===== src/rtl/clkfwd_xcvr_pkg.sv =====
package clkfwd_xcvr_pkg;

  // Lane indices of the sampled clock inputs
  localparam int CLK_SYS = 0;
  localparam int CLK_FWD = 1;
  localparam int NUM_CLK = 2;

  // Decoded routing for one control setting
  typedef struct packed {
    logic a_drv;
    logic b_drv;
    logic use_reg;
    logic fclk_drv;
    logic lclk_drv;
    logic lclk_fwd;
    logic ld_ab;
    logic ld_ba;
    logic ba_on_sys;
  } route_t;

endpackage


===== src/rtl/clkfwd_xcvr_decode.sv =====
module clkfwd_xcvr_decode
  import clkfwd_xcvr_pkg::*;
(
  input  logic   data_off,
  input  logic   clk_off,
  input  logic   dir_btoa,
  input  logic   cap_local,
  output route_t route
);

  always_comb begin
    route           = '0;
    route.a_drv     = !data_off && dir_btoa;
    route.b_drv     = !data_off && !dir_btoa;
    route.use_reg   = !clk_off;
    route.lclk_drv  = !clk_off;
    // forwarded clock is an input only in source-synchronous receive
    route.fclk_drv  = !clk_off && (!dir_btoa || cap_local);
    route.lclk_fwd  = dir_btoa && !cap_local;
    // isolation lets both registers load
    route.ld_ab     = !clk_off && (!dir_btoa || data_off);
    route.ld_ba     = !clk_off && (dir_btoa || data_off);
    route.ba_on_sys = cap_local;
  end

endmodule


===== src/rtl/clkfwd_xcvr_edge.sv =====
module clkfwd_xcvr_edge #(
  parameter int NUM = 2
) (
  input  logic           clk,
  input  logic           rst_n,
  input  logic [NUM-1:0] lvl,
  output logic [NUM-1:0] rise
);

  for (genvar i = 0; i < NUM; i++) begin : g_lane
    logic prev_q;
    always_ff @(posedge clk) begin
      if (!rst_n) prev_q <= 1'b0;
      else        prev_q <= lvl[i];
    end
    assign rise[i] = lvl[i] && !prev_q;
  end

endmodule


===== src/rtl/clkfwd_xcvr_capture.sv =====
module clkfwd_xcvr_capture #(
  parameter int WIDTH = 18
) (
  input  logic             clk,
  input  logic             rst_n,
  input  logic             load,
  input  logic [WIDTH-1:0] d,
  output logic [WIDTH-1:0] q
);

  always_ff @(posedge clk) begin
    if (!rst_n)    q <= '0;
    else if (load) q <= d;
  end

endmodule


===== src/rtl/clkfwd_xcvr.sv =====
module clkfwd_xcvr
  import clkfwd_xcvr_pkg::*;
#(
  parameter int WIDTH = 18
) (
  input  logic             clk,
  input  logic             rst_n,
  input  logic             sys_clk_i,
  input  logic             data_off,
  input  logic             clk_off,
  input  logic             dir_btoa,
  input  logic             cap_local,
  input  logic [WIDTH-1:0] a_in,
  output logic [WIDTH-1:0] a_out,
  output logic             a_drive,
  input  logic [WIDTH-1:0] b_in,
  output logic [WIDTH-1:0] b_out,
  output logic             b_drive,
  input  logic             fclk_in,
  output logic             fclk_out,
  output logic             fclk_drive,
  output logic             lclk_out,
  output logic             lclk_drive
);

  route_t             route;
  logic [NUM_CLK-1:0] clk_lvl;
  logic [NUM_CLK-1:0] clk_rise;
  logic               ab_load;
  logic               ba_load;
  logic [WIDTH-1:0]   ab_q;
  logic [WIDTH-1:0]   ba_q;

  clkfwd_xcvr_decode u_decode (
    .data_off  (data_off),
    .clk_off   (clk_off),
    .dir_btoa  (dir_btoa),
    .cap_local (cap_local),
    .route     (route)
  );

  assign clk_lvl[CLK_SYS] = sys_clk_i;
  assign clk_lvl[CLK_FWD] = fclk_in;

  clkfwd_xcvr_edge #(.NUM(NUM_CLK)) u_edge (
    .clk   (clk),
    .rst_n (rst_n),
    .lvl   (clk_lvl),
    .rise  (clk_rise)
  );

  assign ab_load = route.ld_ab && clk_rise[CLK_SYS];
  assign ba_load = route.ld_ba &&
                   (route.ba_on_sys ? clk_rise[CLK_SYS] : clk_rise[CLK_FWD]);

  clkfwd_xcvr_capture #(.WIDTH(WIDTH)) u_reg_ab (
    .clk   (clk),
    .rst_n (rst_n),
    .load  (ab_load),
    .d     (a_in),
    .q     (ab_q)
  );

  clkfwd_xcvr_capture #(.WIDTH(WIDTH)) u_reg_ba (
    .clk   (clk),
    .rst_n (rst_n),
    .load  (ba_load),
    .d     (b_in),
    .q     (ba_q)
  );

  assign b_out      = route.use_reg ? ab_q : a_in;
  assign a_out      = route.use_reg ? ba_q : b_in;
  assign a_drive    = route.a_drv;
  assign b_drive    = route.b_drv;
  assign fclk_out   = sys_clk_i;
  assign fclk_drive = route.fclk_drv;
  assign lclk_out   = route.lclk_fwd ? fclk_in : sys_clk_i;
  assign lclk_drive = route.lclk_drv;

endmodule


===== config.mk =====
export PLATFORM = sky130hd
export DESIGN_NAME = clkfwd_xcvr
export DESIGN_NICKNAME = d
export VERILOG_FILES = /design/src/rtl/clkfwd_xcvr_pkg.sv /design/src/rtl/clkfwd_xcvr_decode.sv /design/src/rtl/clkfwd_xcvr_edge.sv /design/src/rtl/clkfwd_xcvr_capture.sv /design/src/rtl/clkfwd_xcvr.sv
export SDC_FILE = /design/constraint.sdc
export NUM_CORES = 1
export LEC_CHECK = 0
export ABC_AREA = 1
export BUFFER_PORTS_ARGS = -buffer_cell sky130_fd_sc_hd__buf_4
export CORE_MARGIN = 2
export CORE_UTILIZATION = 47
export CTS_BUF_LIST = sky130_fd_sc_hd__clkbuf_4 sky130_fd_sc_hd__clkbuf_8 sky130_fd_sc_hd__clkbuf_16
export DETAILED_ROUTE_END_ITERATION = 8
export PLACE_DENSITY = 0.76
export SLEW_MARGIN = 0
export SYNTH_ARGS = -nofsm -noshare
export SYNTH_HDL_FRONTEND = slang
export SYNTH_SLANG_ARGS = --single-unit
export TNS_END_PERCENT = 10

===== constraint.sdc =====
create_clock -name clk -period 1.5 [get_ports clk]
set_input_delay 0.15 -clock clk [delete_from_list [all_inputs] [get_ports clk]]
set_output_delay 0.15 -clock clk [all_outputs]
set_load 0.005 [all_outputs]

==> impl_metrics.env <==
export IMPL_outcome="completed"
export IMPL_clockBufferDepth=2
export IMPL_grt_antenna_before_repair=0
export IMPL_syn_num_nets=357
export IMPL_cts_tree="done"
export IMPL_cpPeakStageDelay_ns=0.31
export IMPL_power_density_nw_per_um2=941
export IMPL_grt_usage=0.205
export IMPL_clock_skew_ns=0.00931
export IMPL_io_buffers=85
export IMPL_final_max_slew_viol_count=0
export IMPL_r2r_end="u_reg_ba.q[12]$_SDFFE_PN0P_"
export IMPL_crit_chain="inv_1, nand2_1, nand2_1, nand3_4, nor2_1, nor2_1"
export IMPL_cts_clk_slew_worst_paths_ns=0.07
export IMPL_drive_above_1_share=0.263
export IMPL_synth_xor_area_frac=0
export IMPL_setup_viol=0
export IMPL_antenna_left=0
export IMPL_cts_buffers=5
export IMPL_die_area_sq_um=4600
export IMPL_dp_hpwl_um=3180
export IMPL_crit_start="u_edge.g_lane[0].prev_q$_SDFF_PN0_"
export IMPL_dpl_worst_slack_ns=0.307
export IMPL_grt_pass1_wl_um=7230
export IMPL_synth_seq_area_share=0.397
export IMPL_worstSkewPairLatency_ns=0.28
export IMPL_internal_power_w=0.00188
export IMPL_synthAdderAreaFrac=0
export IMPL_synth_cells=313
export IMPL_die_h_um=67.8
export IMPL_worstHoldPathType="in -> reg"
export IMPL_drc_errors=0
export IMPL_grt_pass1_vias=1726
export IMPL_fp_dieW_um=67.8
export IMPL_cp_end_kind="flop"
export IMPL_max_vdd_ir_drop_uv=689
export IMPL_overflow=0
export IMPL_wire_per_inst_um=9.92
export IMPL_setup_worst_path_end="u_reg_ba.q[12]$_SDFFE_PN0P_"
export IMPL_muxShareOfSynthArea=0.00588
export IMPL_setup_ws_ns=0.302
export IMPL_design_core_area_sq_um=3970
export IMPL_fmax_mhz=835
export IMPL_synth_simple_area_share=0.395
export IMPL_htreeDepth=2
export IMPL_crit_slowest_cell="nand3_4"
export IMPL_worst_hold_slack_ns=0.0565
export IMPL_post_cts_resized=0
export IMPL_crit_type="reg -> reg"
export IMPL_start_util=0.482
export IMPL_p_leak_nw=1.44
export IMPL_wl_um=4380
export IMPL_avgSynthCellArea_sq_um=6.12
export IMPL_period_share=0.798
export IMPL_seqPwrFrac=0.442
export IMPL_power_frac_comb=0.212
export IMPL_swShare=0.246
export IMPL_root_buffer="clkbuf_8"
export IMPL_clkSinkCount=38
export IMPL_postCtsSetupBuffers=0
export IMPL_arrival_ns=1.37
export IMPL_startpoint_type="flop"
export IMPL_netlist_area_sq_um=1920
export IMPL_grt_start_max_net_pins=39
export IMPL_cp_required_ns=1.68
export IMPL_row_count=23
export IMPL_place_inst=433
export IMPL_utilization=0.666
export IMPL_tns_ns=0
export IMPL_yosys_warnings=0
export IMPL_r2r_cells=6
export IMPL_area_delta_synth_final_pct=38.0
export IMPL_maxCapViolCount=0
export IMPL_p_switching_w=0.000613
export IMPL_synth_cell_types=15
export IMPL_rrSetupSlack_ns=0.30
export IMPL_rsz0062_at_grt="false"
export IMPL_relSlewSlack=0.745
export IMPL_dr_pass1_iters=4
export IMPL_io_pins=86
export IMPL_nNetsFinal=434
export IMPL_tightest_slew_ns=0.383
export IMPL_synth_seq_cells=38
export IMPL_diodes=0
export IMPL_first_iter_violations=109
export IMPL_gp_congestion=0.704
export IMPL_hold_viol_final=0
export IMPL_post_drt_via_cell_ratio=4.57
export IMPL_crit_fanout=36
export IMPL_final_cells=441
export IMPL_rr_startpoint="u_edge.g_lane[0].prev_q$_SDFF_PN0_"
export IMPL_cts_hold_buf=0
export IMPL_synth_top_family_by_area="simple AND/OR/NAND/NOR gates"
export IMPL_vias=2016
export IMPL_clkPwrFrac=0.347
export IMPL_synth_compound_area_frac=0.0941
export IMPL_min_period_ns=1.20
==> stage by stage <==
stage | cell area (sq um) | total power (W)
after detailed placement | 2530 | 0.00165
final | 2640 | 0.00249
after global routing | 2640 | 0.00264
after global placement | 2530 | 0.00164
after floorplan | 1920 | 0.00140
after CTS | 2640 | 0.00252
==> area by class of cell <==
class,count,area (sq um)
multi-input combinational,231,948
sequential,38,761
clock inverter,1,30.0
fill,379,1330
inverter,26,97.6
timing repair buffer,88,661
clock buffer,7,83.8
tap,50,62.6
==> cells in the mapped netlist, drive strengths merged <==
cell	n	area share
nand2	115	0.23
nand3	1	0.0091
o21ai	36	0.094
mux2	1	0.0059
dfxtp	38	0.40
clkbuf	7	0.014
nor2	78	0.16
buf	11	0.043
inv	26	0.051
==> per-layer routing <==
metal  track usage  share of wire  vias up
li1              -              -     1091
met4        0.0675          0.011        0
met3        0.0510          0.081        7
met5             0              0        -
met1         0.246           0.46      857
met2         0.360           0.45       61
==> worst max-delay path: cells and delay by family (launching register included) <==
family	cells	cell delay, ns
flops	1	0.30
buf+inv	1	0.04
simple gates	5	0.74
==> worst min path at each step <==
stage / startpoint / cells after the start / end / slack [ns]
6_report: fclk_in / 3 / u_edge.g_lane[1].prev_q$_SDFF_PN0_ / 0.06
5_1_grt: fclk_in / 3 / u_edge.g_lane[1].prev_q$_SDFF_PN0_ / 0.06
4_1_cts: fclk_in / 3 / u_edge.g_lane[1].prev_q$_SDFF_PN0_ / 0.05
3_5_place_dp: fclk_in / 3 / u_edge.g_lane[1].prev_q$_SDFF_PN0_ / 0.35
3_3_place_gp: fclk_in / 3 / u_edge.g_lane[1].prev_q$_SDFF_PN0_ / 0.35
2_1_floorplan: sys_clk_i / 2 / u_edge.g_lane[0].prev_q$_SDFF_PN0_ / 0.24
==> registers in the layout, indices dropped and copies added, names as in the netlist <==
signal	flops
u_reg_ab.q	18
u_reg_ba.q	18
u_edge.g_lane.prev_q	2
==> power groups by stage <==
stage | clock, W | combinational [W] | sequential [W]
final | 0.000862 | 0.000527 | 0.00110
after global routing | 0.000937 | 0.000600 | 0.00111
after CTS | 0.000885 | 0.000533 | 0.00110
after detailed placement | 0 | 0.000529 | 0.00112
after global placement | 0 | 0.000520 | 0.00112
after floorplan | 0 | 0.000278 | 0.00112
==> kinds of logic after synthesis <==
group | Yosys count
AO/OA/AOI/OAI | 36
multiplexers | 1
buffers and inverters | 44
flip-flops | 38
AND/OR/NAND/NOR | 194
==> cells in the final DEF (no fill, tap or decap) <==
cell	instances
clkbuf_8	5
nor2_1	75
nor2_2	3
mux2_2	1
buf_4	88
nand2_4	1
inv_2	1
dfxtp_1	38
o21ai_0	35
bufinv_16	1
inv_1	25
nand2_1	114
o21ai_1	1
clkbuf_4	2
nand3_4	1
(Power assumes the default switching activity.)
